File: config.mk
export PLATFORM = sky130hd
export DESIGN_NAME = lcd_wave_seq
export DESIGN_NICKNAME = d
export VERILOG_FILES = /design/src/rtl/lcd_pkg.sv /design/src/rtl/lcd_geom.sv /design/src/rtl/lcd_level_map.sv /design/src/rtl/lcd_wave_seq.sv
export SDC_FILE = /design/constraint.sdc
export NUM_CORES = 1
export LEC_CHECK = 0
export CORE_UTILIZATION = 47
export CTS_CLUSTER_SIZE = 40
export DETAILED_ROUTE_END_ITERATION = 6
export GPL_TIMING_DRIVEN = 0
export PLACE_DENSITY = 0.88
export SLEW_MARGIN = 20
export SYNTH_ARGS = -nofsm -noshare
export SYNTH_HDL_FRONTEND = slang
export SYNTH_SLANG_ARGS = --single-unit
File: constraint.sdc
create_clock -name clk -period 3.3 [get_ports clk]
set_clock_uncertainty 0.1 [all_clocks]
set_input_delay 0.66 -clock clk [delete_from_list [all_inputs] [get_ports clk]]
set_output_delay 0.66 -clock clk [all_outputs]
set_load 0.01 [all_outputs]
File: src/rtl/lcd_pkg.sv
package lcd_pkg;
    localparam int MAX_COM = 4;
    localparam int LVL_W   = 2;

    typedef enum logic [1:0] {
        MUX_STATIC  = 2'd0,
        MUX_HALF    = 2'd1,
        MUX_THIRD   = 2'd2,
        MUX_QUARTER = 2'd3
    } mux_e;

    typedef enum logic {
        ST_IDLE = 1'b0,
        ST_RUN  = 1'b1
    } seq_state_e;
endpackage

File: src/rtl/lcd_geom.sv
// Derives slot length, halves per slot, last common and bias from the
// configuration currently in force.
module lcd_geom
    import lcd_pkg::*;
#(
    parameter int LP_W  = 4,
    parameter int CNT_W = LP_W + 2
) (
    input  mux_e             mode,
    input  logic [LP_W-1:0]  lp,
    input  logic             type_b,
    output logic [CNT_W-1:0] len_m1,
    output logic             two_sub,
    output logic [1:0]       last_com,
    output logic [LVL_W-1:0] bias
);
    logic [CNT_W-1:0] lp_x;

    always_comb begin
        lp_x     = CNT_W'(lp);
        last_com = mode;
        two_sub  = !((mode == MUX_THIRD || mode == MUX_QUARTER) && type_b);
        unique case (mode)
            MUX_STATIC: begin
                len_m1 = (lp_x << 1) + CNT_W'(1);
                bias   = LVL_W'(1);
            end
            MUX_HALF: begin
                len_m1 = lp_x;
                bias   = LVL_W'(2);
            end
            default: begin
                len_m1 = type_b ? lp_x : (lp_x >> 1);
                bias   = LVL_W'(3);
            end
        endcase
    end
endmodule

File: src/rtl/lcd_level_map.sv
// Maps one line's role to a bias-ladder index; IS_COM picks the variant.
module lcd_level_map
    import lcd_pkg::*;
#(
    parameter bit IS_COM = 1'b1
) (
    input  logic [LVL_W-1:0] bias,
    input  logic             neg,
    input  logic             sel,
    output logic [LVL_W-1:0] level
);
    logic [LVL_W-1:0] pos;

    generate
        if (IS_COM) begin : g_com
            always_comb pos = sel ? bias : ((bias == LVL_W'(1)) ? LVL_W'(0) : LVL_W'(1));
        end else begin : g_seg
            always_comb pos = sel ? LVL_W'(0) : ((bias == LVL_W'(3)) ? LVL_W'(2) : bias);
        end
    endgenerate

    always_comb level = neg ? (bias - pos) : pos;
endmodule

File: src/rtl/lcd_wave_seq.sv
module lcd_wave_seq
    import lcd_pkg::*;
#(
    parameter int NSEG = 8,
    parameter int LP_W = 4
) (
    input  logic                     clk,
    input  logic                     rst_n,
    input  logic                     tick,
    input  logic [LP_W-1:0]          lp_in,
    input  logic [1:0]               mux_in,
    input  logic                     type_b_in,
    input  logic [MAX_COM*NSEG-1:0]  pix_in,
    output logic [MAX_COM*LVL_W-1:0] com_lvl,
    output logic [NSEG*LVL_W-1:0]    seg_lvl,
    output logic                     frame_strobe,
    output logic                     phase_o
);
    localparam int CNT_W = LP_W + 2;

    seq_state_e       state;
    mux_e             cfg_mode;
    logic [LP_W-1:0]  cfg_lp;
    logic             cfg_b;
    logic [1:0]       com_idx;
    logic             sub;
    logic [CNT_W-1:0] cnt;
    logic             phase_b;
    logic             strobe_q;

    logic [CNT_W-1:0] len_m1;
    logic             two_sub;
    logic [1:0]       last_com;
    logic [LVL_W-1:0] bias;
    logic             cfg_chg;
    logic             neg;
    logic [NSEG-1:0]  row;

    logic [MAX_COM*LVL_W-1:0] com_raw;
    logic [NSEG*LVL_W-1:0]    seg_raw;

    lcd_geom #(.LP_W(LP_W), .CNT_W(CNT_W)) u_geom (
        .mode     (cfg_mode),
        .lp       (cfg_lp),
        .type_b   (cfg_b),
        .len_m1   (len_m1),
        .two_sub  (two_sub),
        .last_com (last_com),
        .bias     (bias)
    );

    always_comb begin
        cfg_chg = (mux_e'(mux_in) != cfg_mode) || (lp_in != cfg_lp) || (type_b_in != cfg_b);
        neg     = cfg_b ? phase_b : sub;
        for (int s = 0; s < NSEG; s++) begin
            row[s] = pix_in[int'(com_idx) * NSEG + s];
        end
    end

    // State register: slot counter, half flag, common index, frame polarity.
    always_ff @(posedge clk or negedge rst_n) begin
        if (!rst_n) begin
            state    <= ST_IDLE;
            cfg_mode <= MUX_STATIC;
            cfg_lp   <= '0;
            cfg_b    <= 1'b0;
            com_idx  <= '0;
            sub      <= 1'b0;
            cnt      <= '0;
            phase_b  <= 1'b0;
            strobe_q <= 1'b0;
        end else begin
            strobe_q <= 1'b0;
            if (tick) begin
                unique case (state)
                    ST_IDLE: begin
                        cfg_mode <= mux_e'(mux_in);
                        cfg_lp   <= lp_in;
                        cfg_b    <= type_b_in;
                        com_idx  <= '0;
                        sub      <= 1'b0;
                        cnt      <= '0;
                        phase_b  <= 1'b0;
                        strobe_q <= 1'b1;
                        state    <= ST_RUN;
                    end
                    ST_RUN: begin
                        if (cnt != len_m1) begin
                            cnt <= cnt + CNT_W'(1);
                        end else begin
                            cnt <= '0;
                            if (two_sub && !sub) begin
                                sub <= 1'b1;
                            end else begin
                                sub <= 1'b0;
                                if (com_idx != last_com) begin
                                    com_idx <= com_idx + 2'd1;
                                end else begin
                                    com_idx  <= '0;
                                    cfg_mode <= mux_e'(mux_in);
                                    cfg_lp   <= lp_in;
                                    cfg_b    <= type_b_in;
                                    phase_b  <= (cfg_chg || !type_b_in) ? 1'b0 : ~phase_b;
                                    strobe_q <= 1'b1;
                                end
                            end
                        end
                    end
                endcase
            end
        end
    end

    genvar gc, gs;
    generate
        for (gc = 0; gc < MAX_COM; gc++) begin : g_com_line
            lcd_level_map #(.IS_COM(1'b1)) u_map (
                .bias  (bias),
                .neg   (neg),
                .sel   (com_idx == 2'(gc)),
                .level (com_raw[gc*LVL_W +: LVL_W])
            );
        end
        for (gs = 0; gs < NSEG; gs++) begin : g_seg_line
            lcd_level_map #(.IS_COM(1'b0)) u_map (
                .bias  (bias),
                .neg   (neg),
                .sel   (row[gs]),
                .level (seg_raw[gs*LVL_W +: LVL_W])
            );
        end
    endgenerate

    // Output process: blank while idle, otherwise pass the mapped levels.
    always_comb begin
        frame_strobe = strobe_q;
        if (state == ST_RUN) begin
            phase_o = neg;
            com_lvl = com_raw;
            seg_lvl = seg_raw;
        end else begin
            phase_o = 1'b0;
            com_lvl = '0;
            seg_lvl = '0;
        end
    end
endmodule

==> results.md <==
- Status: finished with violations
- Violated checks: negative setup slack
- Die area: 4853 sq um
- Dpl cell area: 2888 sq um
- Critical Path End Type: output port
- Count leader, synth: nor2_1
- Worst Hold Path Cells: 1
- Clock buffer depth: 2
- Power density cells: 1165 nW/um^2
- R2R Setup Slk: 0.55 ns
- Fin area: 3008 sq um
- First-pass detailed-route iteration total: 5
- Crit start category: input pin
- Fillcell total: 333
- Reg area: 476.7 sq um
- Sequential-to-total area share from yosys stat: 22.09%
- Number of DRC markers in iteration 0: 236
- Syn_area_per_cell: 8.820 sq um
- Initial Util: 49.09%
- Worst hold slack: 0.4875 ns
- Period utilization: 100.3%
- Total congestion overflow: 0
- CP required: 2.54 ns
- DP HPWL: 4606 microns
- Ranking of synthesized cells by area: dfrtp_1 (22%), ha_1 (9.9%), mux4_2 (8.4%), nor2_1 (7.3%), xnor2_1 (5.3%)
- Top cells by count, synth: nor2_1 (42), dfrtp_1 (19), ha_1 (17), xnor2_1 (13)
- Net Count, Synth: 303
- Final core occ: 68.61%
- YS warnings: 0
- Syn Inst Count: 244
- WL/cell: 16.94 microns
- Number of global-route vias before repair: 2,199
- Synth top area share: 22.09%
- P_leak: 1.309 nW
- Top_reg_cell synth: dfrtp_1
- Die Width: 69.67 microns
- Worst-margin pin slew: 0.8450 ns
- First-pass GRT wire length: 10,490 microns
- Final Max Tran Viols: 0
- TritonCTS clock tree: built
- Synth async-reset ratio: 100.0%
- Sink Count: 19
- Crit path kind: in2out
- Remaining DRCs: 0
- Flops & latches, synth: 19
- CP Max Fanout: 3
- Die Ht: 69.67 microns
- Critical Path AT: 2.55 ns
- I/O Buffers: 67
- VDD IR max: 515.1 uV
- Largest net degree at the start of global routing: 20
- Standard-cell rows: 24
- Yosys top cell by area: dfrtp_1
- Maximum clock frequency: 0.3020 GHz
- Multi-input gate area: 1632 sq um
- Syn Std Cell Area: 2152 sq um
- Final WL: 6267 microns
- EDFF count, synth: 0
- Tmin final: 3.311 ns
- Total of max-cap violations: 0
- Via count: 2,203
- Unrepaired setup endpoints after global routing: true
- Initial antenna violation count: 0
- CTS buffer count: 3
- Antenna Nets Post-Route: 0
- Vias per inst: 5.954
- Yosys cell types: 46
- Worst rel slew slack: 43.49%
- Max H-tree Level: 1
- HP Class: reg2reg
- I/O pin cnt: 68
- Setup ws final: -0.01105 ns
- Worst-path clk slew: 0.08 ns
- Root Buffer: clkbuf_8
- Area Overhead vs Synth: 39.77%
- Fin nets: 378
- Reg2Reg Depth: 7
- Core Area: 4384 sq um
- GPL Wtd Cong: 0.8685
- Fin. Hold Viols: 0
- Share of layout cells above drive strength 1: 20.75%
- Final setup viols: 1
- Clk_lat worst skew: 0.26 ns
- Number of diodes: 0
- GRT Util Overall: 26.74%
==> critical path: stages <==
cell and delay [ns]:
clkdlybuf4s50_1 0.46, mux4_2 0.28, nor2_2 0.05, ha_1 0.20
or3_1 0.38, a32oi_1 0.21, nor2_1 0.06, clkdlybuf4s15_1 0.25
==> registers in the layout, summed over array words and instances (netlist names) <==
register      flops
cfg_b             1
phase_b           1
cfg_lp            4
com_idx           2
cnt               6
sub               1
frame_strobe      1
cfg_mode          2
state             1
==> metrics by stage <==
step	setup slack, ns	total power, mW	std cells	setup TNS, ns
3_5_place_dp	-0.4794	3.365	363	-7.485
4_1_cts	-0.1013	3.432	369	-0.1013
2_1_floorplan	0.3352	2.223	244	0
3_3_place_gp	-0.4188	3.274	363	-6.572
6_report	-0.01105	3.503	370	-0.01105
5_1_grt	-0.05082	3.784	370	-0.1301
==> where the power goes <==
group          switching (mW)  leakage [nW]  total (mW)  internal, mW
combinational            1.56          1.06        2.90          1.34
sequential              0.108         0.230       0.431         0.323
clock                  0.0835        0.0217       0.169        0.0852
total                    1.75          1.31        3.50          1.75
==> what timing repair did <==
item / 4_1_cts / 5_1_grt
setup buffers: 2 / 1
pin swaps: 0 / 1
setup endpoints to repair: 24 / 21
hold buffers: 0 / 0
resized for setup: 44 / 38
==> area by class of cell <==
| cell class | instances | area share (%) |
|---|---|---|
| repair buffers | 70 | 21.76 |
| well taps | 52 | 2.163 |
| flip-flops and latches | 19 | 15.85 |
| inverters | 7 | 0.8735 |
| plain buffers | 17 | 3.494 |
| clock buffers | 3 | 1.373 |
| clock inverters | 1 | 0.2496 |
| multi-input cells | 201 | 54.24 |
==> routing by layer <==
metal	global-route usage, %	routed length (microns)	share of wire, %
met1	34.65	2603	42
met2	46.93	3314	53
met3	3.924	292	4.7
met4	6.222	57	0.91
met5	0	0	0
==> worst paths after layout <==
| check | from | endpoint |
|---|---|---|
| max | pix_in[17] | seg_lvl[3] |
| min in group asynchronous | rst_n | cnt[5] |
| min reg2reg | cnt[0] | cnt[0] |
| max in group asynchronous | rst_n | com_idx[0] |
| min | cnt[0] | cnt[0] |
| max reg2reg | cfg_mode[1] | cfg_b |
==> cell usage in the layout (no fill, tap or decap), types with 6 or more instances in the layout <==
cell,count
a211oi_1,11
a21oi_1,12
a32oi_1,7
clkbuf_1,6
clkbuf_2,9
clkdlybuf4s50_1,43
dfrtp_1,18
dlygate4sd2_1,7
ha_1,12
inv_1,6
mux2_2,7
mux4_2,8
nand2_1,11
nor2_1,35
nor3_1,6
o21ai_0,10
or3_1,7
xnor2_1,13
==> logic make-up (layout without fill, tap and decap cells) <==
logic type | after synthesis | in the layout | synth area share (%)
AND/OR/NAND/NOR | 86 | 86 | 19.59
AO/OA/AOI/OAI | 57 | 57 | 19.30
buffers and inverters | 24 | 98 | 4.709
multiplexers | 22 | 22 | 15.99
XOR/XNOR | 19 | 19 | 8.430
flip-flops | 19 | 19 | 22.09
adder cells (fa/ha/maj) | 17 | 17 | 9.884
Power figures use the tool's default switching activity.
